**config.mk**
```make
export PLATFORM = sky130hd
export DESIGN_NAME = msi_split_snoop
export DESIGN_NICKNAME = d
export VERILOG_FILES = /design/src/rtl/msi_pkg.sv /design/src/rtl/msi_bus_stage.sv /design/src/rtl/msi_cpu_stage.sv /design/src/rtl/msi_line_store.sv /design/src/rtl/msi_split_snoop.sv
export SDC_FILE = /design/constraint.sdc
export NUM_CORES = 1
export LEC_CHECK = 0
export BUFFER_PORTS_ARGS = -buffer_cell sky130_fd_sc_hd__buf_4
export CAP_MARGIN = 20
export CELL_PAD_IN_SITES_DETAIL_PLACEMENT = 1
export CELL_PAD_IN_SITES_GLOBAL_PLACEMENT = 1
export CORE_MARGIN = 1.5
export CORE_UTILIZATION = 41
export DETAILED_ROUTE_END_ITERATION = 7
export PLACE_DENSITY_LB_ADDON = 0.08
export SLEW_MARGIN = 20
export SYNTH_ARGS = -nofsm -noshare
export SYNTH_HDL_FRONTEND = slang
export SYNTH_SLANG_ARGS = --single-unit
```
**constraint.sdc**
```tcl
create_clock -name clk -period 2.54 [get_ports clk]
set_input_delay 0.254 -clock clk [delete_from_list [all_inputs] [get_ports clk]]
set_output_delay 0.254 -clock clk [all_outputs]
set_load 0.005 [all_outputs]
```
**src/rtl/msi_pkg.sv**
```systemverilog
package msi_pkg;

  typedef enum logic [2:0] {
    ST_I  = 3'd0,
    ST_S  = 3'd1,
    ST_M  = 3'd2,
    ST_IS = 3'd3,
    ST_IM = 3'd4,
    ST_SM = 3'd5,
    ST_MI = 3'd6
  } line_st_t;

  typedef enum logic [1:0] {
    CMD_RD  = 2'd0,
    CMD_RDX = 2'd1,
    CMD_INV = 2'd2,
    CMD_WB  = 2'd3
  } bus_cmd_t;

  function automatic logic st_waiting(line_st_t s);
    return (s == ST_IS) || (s == ST_IM) || (s == ST_SM) || (s == ST_MI);
  endfunction

endpackage

```
**src/rtl/msi_bus_stage.sv**
```systemverilog
module msi_bus_stage
  import msi_pkg::*;
#(
  parameter int TAG_W = 2
) (
  input  line_st_t         st_in,
  input  logic [TAG_W-1:0] tag_in,
  input  logic             gnt_sel,
  input  logic             snp_sel,
  input  logic [1:0]       snp_cmd,
  input  logic [TAG_W-1:0] snp_tag,
  output line_st_t         st_out,
  output logic             cmd_v,
  output logic [1:0]       cmd
);

  logic snp_hit;
  logic snp_kill;

  always_comb begin
    snp_hit  = snp_sel && (snp_tag == tag_in);
    snp_kill = (snp_cmd == CMD_RDX) || (snp_cmd == CMD_INV);
    st_out   = st_in;
    cmd_v    = 1'b0;
    cmd      = CMD_RD;
    if (gnt_sel) begin
      unique case (st_in)
        ST_IS: begin cmd_v = 1'b1; cmd = CMD_RD;  st_out = ST_S; end
        ST_IM: begin cmd_v = 1'b1; cmd = CMD_RDX; st_out = ST_M; end
        ST_SM: begin cmd_v = 1'b1; cmd = CMD_INV; st_out = ST_M; end
        ST_MI: begin cmd_v = 1'b1; cmd = CMD_WB;  st_out = ST_I; end
        default: ;
      endcase
    end else if (snp_hit) begin
      unique case (st_in)
        ST_M, ST_MI: begin
          if (snp_cmd == CMD_RD) begin
            cmd_v = 1'b1; cmd = CMD_WB; st_out = ST_S;
          end else if (snp_cmd == CMD_RDX) begin
            cmd_v = 1'b1; cmd = CMD_WB; st_out = ST_I;
          end
        end
        ST_S:  if (snp_kill) st_out = ST_I;
        ST_SM: if (snp_kill) st_out = ST_IM;
        default: ;
      endcase
    end
  end

endmodule

```
**src/rtl/msi_cpu_stage.sv**
```systemverilog
module msi_cpu_stage
  import msi_pkg::*;
#(
  parameter int TAG_W = 2
) (
  input  logic             req_v,
  input  logic             req_wr,
  input  logic [TAG_W-1:0] req_tag,
  input  line_st_t         st_in,
  input  logic [TAG_W-1:0] tag_in,
  output logic             ready,
  output line_st_t         st_out,
  output logic [TAG_W-1:0] tag_out
);

  logic match;

  always_comb begin
    match   = (tag_in == req_tag);
    ready   = 1'b0;
    st_out  = st_in;
    tag_out = tag_in;
    if (req_v && !st_waiting(st_in)) begin
      if (match && st_in == ST_M) begin
        ready = 1'b1;
      end else if (match && st_in == ST_S) begin
        if (req_wr) st_out = ST_SM;
        else        ready  = 1'b1;
      end else if (st_in == ST_M) begin
        st_out = ST_MI;
      end else begin
        tag_out = req_tag;
        st_out  = req_wr ? ST_IM : ST_IS;
      end
    end
  end

endmodule

```
**src/rtl/msi_line_store.sv**
```systemverilog
module msi_line_store
  import msi_pkg::*;
#(
  parameter int SETS  = 4,
  parameter int TAG_W = 2
) (
  input  logic             clk,
  input  logic             rst_n,
  input  line_st_t         st_d  [SETS],
  input  logic [TAG_W-1:0] tag_d [SETS],
  output line_st_t         st_q  [SETS],
  output logic [TAG_W-1:0] tag_q [SETS]
);

  for (genvar g = 0; g < SETS; g++) begin : g_set
    logic upd;
    assign upd = (st_d[g] != st_q[g]) || (tag_d[g] != tag_q[g]);

    always_ff @(posedge clk or negedge rst_n) begin
      if (!rst_n) begin
        st_q[g]  <= ST_I;
        tag_q[g] <= '0;
      end else if (upd) begin
        st_q[g]  <= st_d[g];
        tag_q[g] <= tag_d[g];
      end
    end
  end

endmodule

```
**src/rtl/msi_split_snoop.sv**
```systemverilog
module msi_split_snoop
  import msi_pkg::*;
#(
  parameter int IDX_W = 2,
  parameter int TAG_W = 2
) (
  input  logic                   clk,
  input  logic                   rst_n,
  input  logic                   cpu_valid,
  input  logic                   cpu_write,
  input  logic [TAG_W+IDX_W-1:0] cpu_addr,
  output logic                   cpu_ready,
  output logic                   bus_req,
  input  logic                   bus_gnt,
  output logic                   bus_cmd_valid,
  output logic [1:0]             bus_cmd,
  output logic [TAG_W+IDX_W-1:0] bus_cmd_addr,
  input  logic                   snoop_valid,
  input  logic [1:0]             snoop_cmd,
  input  logic [TAG_W+IDX_W-1:0] snoop_addr
);

  localparam int SETS = 1 << IDX_W;

  logic rst_meta, rst_n_int;

  always_ff @(posedge clk or negedge rst_n) begin
    if (!rst_n) begin
      rst_meta  <= 1'b0;
      rst_n_int <= 1'b0;
    end else begin
      rst_meta  <= 1'b1;
      rst_n_int <= rst_meta;
    end
  end

  line_st_t         st_q  [SETS];
  logic [TAG_W-1:0] tag_q [SETS];
  line_st_t         st1   [SETS];
  line_st_t         st_d  [SETS];
  logic [TAG_W-1:0] tag_d [SETS];
  logic [SETS-1:0]  cmd_v;
  logic [1:0]       cmd_c [SETS];
  logic [SETS-1:0]  wait_vec;

  logic [IDX_W-1:0] cpu_idx, snp_idx, pend_q, pend_d;
  logic [TAG_W-1:0] cpu_tag, snp_tag;
  logic             snp_live;

  assign cpu_idx  = cpu_addr[IDX_W-1:0];
  assign cpu_tag  = cpu_addr[TAG_W+IDX_W-1:IDX_W];
  assign snp_idx  = snoop_addr[IDX_W-1:0];
  assign snp_tag  = snoop_addr[TAG_W+IDX_W-1:IDX_W];
  assign snp_live = snoop_valid && !bus_gnt;

  msi_line_store #(.SETS(SETS), .TAG_W(TAG_W)) u_store (
    .clk   (clk),
    .rst_n (rst_n_int),
    .st_d  (st_d),
    .tag_d (tag_d),
    .st_q  (st_q),
    .tag_q (tag_q)
  );

  for (genvar g = 0; g < SETS; g++) begin : g_bus
    msi_bus_stage #(.TAG_W(TAG_W)) u_bus (
      .st_in   (st_q[g]),
      .tag_in  (tag_q[g]),
      .gnt_sel (bus_gnt && bus_req && (pend_q == IDX_W'(g))),
      .snp_sel (snp_live && (snp_idx == IDX_W'(g))),
      .snp_cmd (snoop_cmd),
      .snp_tag (snp_tag),
      .st_out  (st1[g]),
      .cmd_v   (cmd_v[g]),
      .cmd     (cmd_c[g])
    );
    assign wait_vec[g] = st_waiting(st_q[g]);
  end

  line_st_t         cpu_st;
  logic [TAG_W-1:0] cpu_tag_nx;

  msi_cpu_stage #(.TAG_W(TAG_W)) u_cpu (
    .req_v   (cpu_valid),
    .req_wr  (cpu_write),
    .req_tag (cpu_tag),
    .st_in   (st1[cpu_idx]),
    .tag_in  (tag_q[cpu_idx]),
    .ready   (cpu_ready),
    .st_out  (cpu_st),
    .tag_out (cpu_tag_nx)
  );

  always_comb begin
    for (int i = 0; i < SETS; i++) begin
      if (IDX_W'(i) == cpu_idx) begin
        st_d[i]  = cpu_st;
        tag_d[i] = cpu_tag_nx;
      end else begin
        st_d[i]  = st1[i];
        tag_d[i] = tag_q[i];
      end
    end
  end

  always_comb begin
    bus_cmd_valid = 1'b0;
    bus_cmd       = CMD_RD;
    bus_cmd_addr  = '0;
    for (int i = 0; i < SETS; i++) begin
      if (cmd_v[i]) begin
        bus_cmd_valid = 1'b1;
        bus_cmd       = cmd_c[i];
        bus_cmd_addr  = {tag_q[i], IDX_W'(i)};
      end
    end
  end

  assign pend_d  = (cpu_valid && st_waiting(cpu_st)) ? cpu_idx : pend_q;
  assign bus_req = st_waiting(st_q[pend_q]);

  always_ff @(posedge clk or negedge rst_n_int) begin
    if (!rst_n_int) pend_q <= '0;
    else if (pend_d != pend_q) pend_q <= pend_d;
  end

  // a grant taken while requesting always carries a command
  assert_gnt_issues_cmd_R2: assert property (@(posedge clk) disable iff (!rst_n_int)
    (bus_gnt && bus_req) |-> bus_cmd_valid);

  // without a grant the only possible command is a snoop writeback
  assert_snoop_only_wb_R6: assert property (@(posedge clk) disable iff (!rst_n_int)
    (bus_cmd_valid && !bus_gnt) |-> (bus_cmd == CMD_WB));

  // quiet bus cycles drive nothing
  assert_quiet_bus_R5: assert property (@(posedge clk) disable iff (!rst_n_int)
    (!bus_gnt && !snoop_valid) |-> !bus_cmd_valid);

  // a pending request is held until granted
  assert_req_held_R11: assert property (@(posedge clk) disable iff (!rst_n_int)
    (bus_req && !bus_gnt && !snoop_valid) |=> bus_req);

  // the processor never completes on a waiting line before its grant
  assert_stall_R11: assert property (@(posedge clk) disable iff (!rst_n_int)
    (cpu_valid && wait_vec[cpu_idx] && !bus_gnt && !snoop_valid) |-> !cpu_ready);

  // one held request leaves at most one line waiting
  assert_single_wait_R11: assert property (@(posedge clk) disable iff (!rst_n_int)
    $countones(wait_vec) <= 1);

endmodule

```
==> metrics.md <==
| Metric | Value |
|---|---|
| Status | finished with violations |
| Failing checks | setup timing |
| Simple-gate share of the synthesized area | 0.2658 |
| Multiplexer share of the synthesized area | 0.08091 |
| Post-DRT Antenna Nets | 0 |
| Routed WL per cell | 32.49 um |
| Startpoint Class | flop |
| Ys Warns | 0 |
| Overall power | 5799 uW |
| Unique masters post-synth | 67 |
| Final setup fails | 30 |
| Unrepaired setup endpoints after global routing | true |
| Int Pwr | 2835 uW |
| Slew @ Worst Pin | 0.6813 ns |
| Data required time at the worst endpoint | 2.74 ns |
| Slew HR | 0.5437 |
| Post-route design area | 4566 um2 |
| Final WL | 18,160 um |
| Fin crit share | 1.339 |
| Iter 0 DRT Violations | 295 |
| Post-synthesis adder-cell area fraction | 0.07859 |
| # port buffers | 24 |
| Xor/xnor share of the synthesized area | 0.03883 |
| Layout fillers | 685 |
| Flop and latch count out of synthesis | 24 |
| Share of post-route cells with drive strength above 1 | 0.5456 |
| CTS max path bufs | 2 |
| CTS H-tree lvls | 1 |
| Antenna violations before repair | 0 |
| Via count | 4,039 |
| Drt via density | 7.225 |
| Fraction of registers with async set/reset | 1.000 |
| Skew final | 0.01772 ns |
| Clock share of power | 0.049 |
| Layout area overhead | 68.70% |
| Drt drc | 0 |
| Lkg Pwr | 0.002010 uW |
| DIE AREA | 7097 um2 |
| Critical Path Fanout Max | 4 |
| Syn nets | 365 |
| Synth Area per Inst | 8.152 um2 |
| Sequential area share after synthesis | 0.2219 |
| Combinational share of power | 0.819 |
| Diode count | 0 |
| CTS tree | built |
| Total net switching power | 2964 uW |
| Syn Inst Count | 332 |
| Nets | 516 |
| Post-Place Setup Slack | -0.5369 ns |
| # rows | 29 |
| Most frequent cells in the layout | buf_4 (142), nand2_1 (29), dfrtp_1 (21) |
| Vias in the first global route | 3,870 |
| Seq pwr share | 0.132 |
| Dpl cells | 529 |
| First-pass DRT Iterations | 5 |
| Max VDD drop | 0.9187 mV |
| Die Wd | 84.25 um |
| Synth Flop Type | dfrtp_1 |
| I/O pins | 25 |
| Gr usage total | 0.4086 |
| Worst hold slack | 0.1475 ns |
| Fin crit period | 3.401 ns |
| Core Region | 6350 um2 |
| DP Area | 3780 um2 |
| Synth Area in Compound Gates | 0.2737 |
| Congestion Overflow GR | 0 |
| Latest clock arrival within the worst-skew pair | 0.31 ns |
| Max Cap Violations | 0 |
| Critical path arrival | 3.60 ns |
| Kind of end point of the critical path | flop |
| Largest net degree at the start of global routing | 23 |
| Clock sink count | 24 |
| DPL Wire Length | 9048 um |
| Worst setup path class | reg2reg |
| Largest family of logic cells by synthesized area | compound AO/OA/AOI/OAI gates |
| Clock edge transition at the registers on the reported setup and hold paths | 0.11 ns |
| Die height | 84.25 um |
| Final Max Slew Viols | 0 |
| Fin. Hold Viols | 0 |
| TritonCTS Buffers | 3 |
| Clock root buffer | clkbuf_8 |
| Starting Density | 0.4262 |
| Switching share of power | 0.5111 |
| Number of enable flip-flop cells after synthesis | 0 |
| F_max | 294.1 MHz |
| Min-delay worst type | reg2async |
| Pwr dens | 1270 nW/um2 |
| Commonest non-fill, non-tap cell in the layout | buf_4 |
| Layout Cells excl Fill | 559 |
| First-pass GRT wire length | 22,190 um |
| Final Worst Setup Slack | -0.8607 ns |
| Mapped Area | 2706 um2 |
| Global placer's final weighted congestion | 0.9415 |
[per-layer routing]
layer | GRT usage | share of wire | up-vias
li1 | - | - | 1558
met1 | 0.5015 | 0.34 | 1939
met2 | 0.6858 | 0.45 | 380
met3 | 0.04523 | 0.11 | 162
met4 | 0.2519 | 0.10 | 0
met5 | 0 | 0 | -
[synth_stat cells (3+ instances only)]
master,number,area share
nand2_1,31,0.043
a21oi_1,24,0.044
dfrtp_1,24,0.22
o21ai_0,21,0.039
nor2_1,20,0.028
ha_1,17,0.079
inv_1,14,0.019
nand3_1,10,0.018
xnor2_1,10,0.032
nor3_1,9,0.017
clkbuf_1,8,0.011
nor2b_1,8,0.018
mux2_2,7,0.029
a211oi_1,6,0.017
nand4_1,6,0.014
o22ai_1,6,0.014
a21boi_0,5,0.014
and2_1,5,0.012
and3b_1,5,0.016
mux2i_1,5,0.018
o211ai_1,5,0.014
a21o_1,4,0.011
a31oi_1,4,0.0092
mux4_2,4,0.033
nor4_1,4,0.0092
or2_2,4,0.0092
and3_1,3,0.0069
and4_1,3,0.0097
nand2b_1,3,0.0069
nand3b_1,3,0.0083
o221ai_1,3,0.0097
o311ai_0,3,0.0097
[cell families (layout without fill, tap and decap cells)]
logic type	Yosys count	after routing
flops	24	24
other cells	1	1
buf+inv	27	177
fa+ha+maj	17	17
mux	16	16
simple gates	127	127
compound gates	108	108
xor+xnor	12	12
[path summary, 6_finish.rpt]
kind                                 start                to  slack (ns)  cells after the start
max                        u_store.st_q[3]   u_store.st_q[1]       -0.86                     12
min                              rst_n_int   u_store.st_q[7]        0.15                      0
max reg2reg                u_store.st_q[3]   u_store.st_q[1]       -0.86                     12
min reg2reg                      rst_n_int   u_store.st_q[7]        0.15                      0
max in group asynchronous        rst_n_int  u_store.tag_q[4]        1.90                      1
min in group clk               cpu_addr[3]  u_store.tag_q[1]        0.24                      2
[through the flow]
| stage | setup TNS [ns] | util |
|---|---|---|
| detailed placement | -11.13 | 0.5953 |
| finish | -19.01 | 0.7190 |
| global route | -20.38 | 0.7190 |
| global placement | -8.987 | 0.5953 |
| floorplan | -4.161 | - |
| CTS | -10.67 | 0.6597 |
[power groups by stage]
| stage | Clock [uW] | Combinational (uW) | Sequential (uW) |
|---|---|---|---|
| 5_1_grt | 290 | 4890 | 768 |
| 6_report | 283 | 4750 | 765 |
| 3_5_place_dp | 0 | 3160 | 727 |
| 2_1_floorplan | 0 | 1560 | 714 |
| 4_1_cts | 243 | 3670 | 715 |
| 3_3_place_gp | 0 | 3050 | 711 |
[state kept, by name, summed over array words and instances (netlist names)]
name / count
u_store.st_q: 12
rst_meta: 1
rst_n_int: 1
u_store.tag_q: 8
pend_q: 2
[area by class of cell]
class | count | area (um2) | share of cell area
sequential | 24 | 604.3 | 0.1324
inverter | 14 | 52.55 | 0.01151
multi-input combinational | 281 | 2507 | 0.5492
tap | 77 | 96.34 | 0.02110
clock buffer | 4 | 45.04 | 0.009866
timing repair buffer | 159 | 1260 | 0.2760
[critical path, cell delays in order, from the launching register on]
cell and delay [ns]:
dfrtp_1 0.49, inv_2 0.10, ha_4 0.29, nand2b_4 0.05, or4_4 0.49, o31a_1 0.35, a22o_1 0.27, a21o_1 0.25
buf_6 0.16, buf_4 0.13, a211oi_4 0.28, o21ai_4 0.14, mux2i_1 0.28
[repair_timing]
action,4_1_cts,5_1_grt
buffers inserted,14,13
gates resized for setup,61,62
endpoints found under the setup margin,29,30
pin swaps,18,26
hold endpoints to repair,2,0
hold buffers,1,0
No activity file was read; power rests on OpenSTA's default activity.
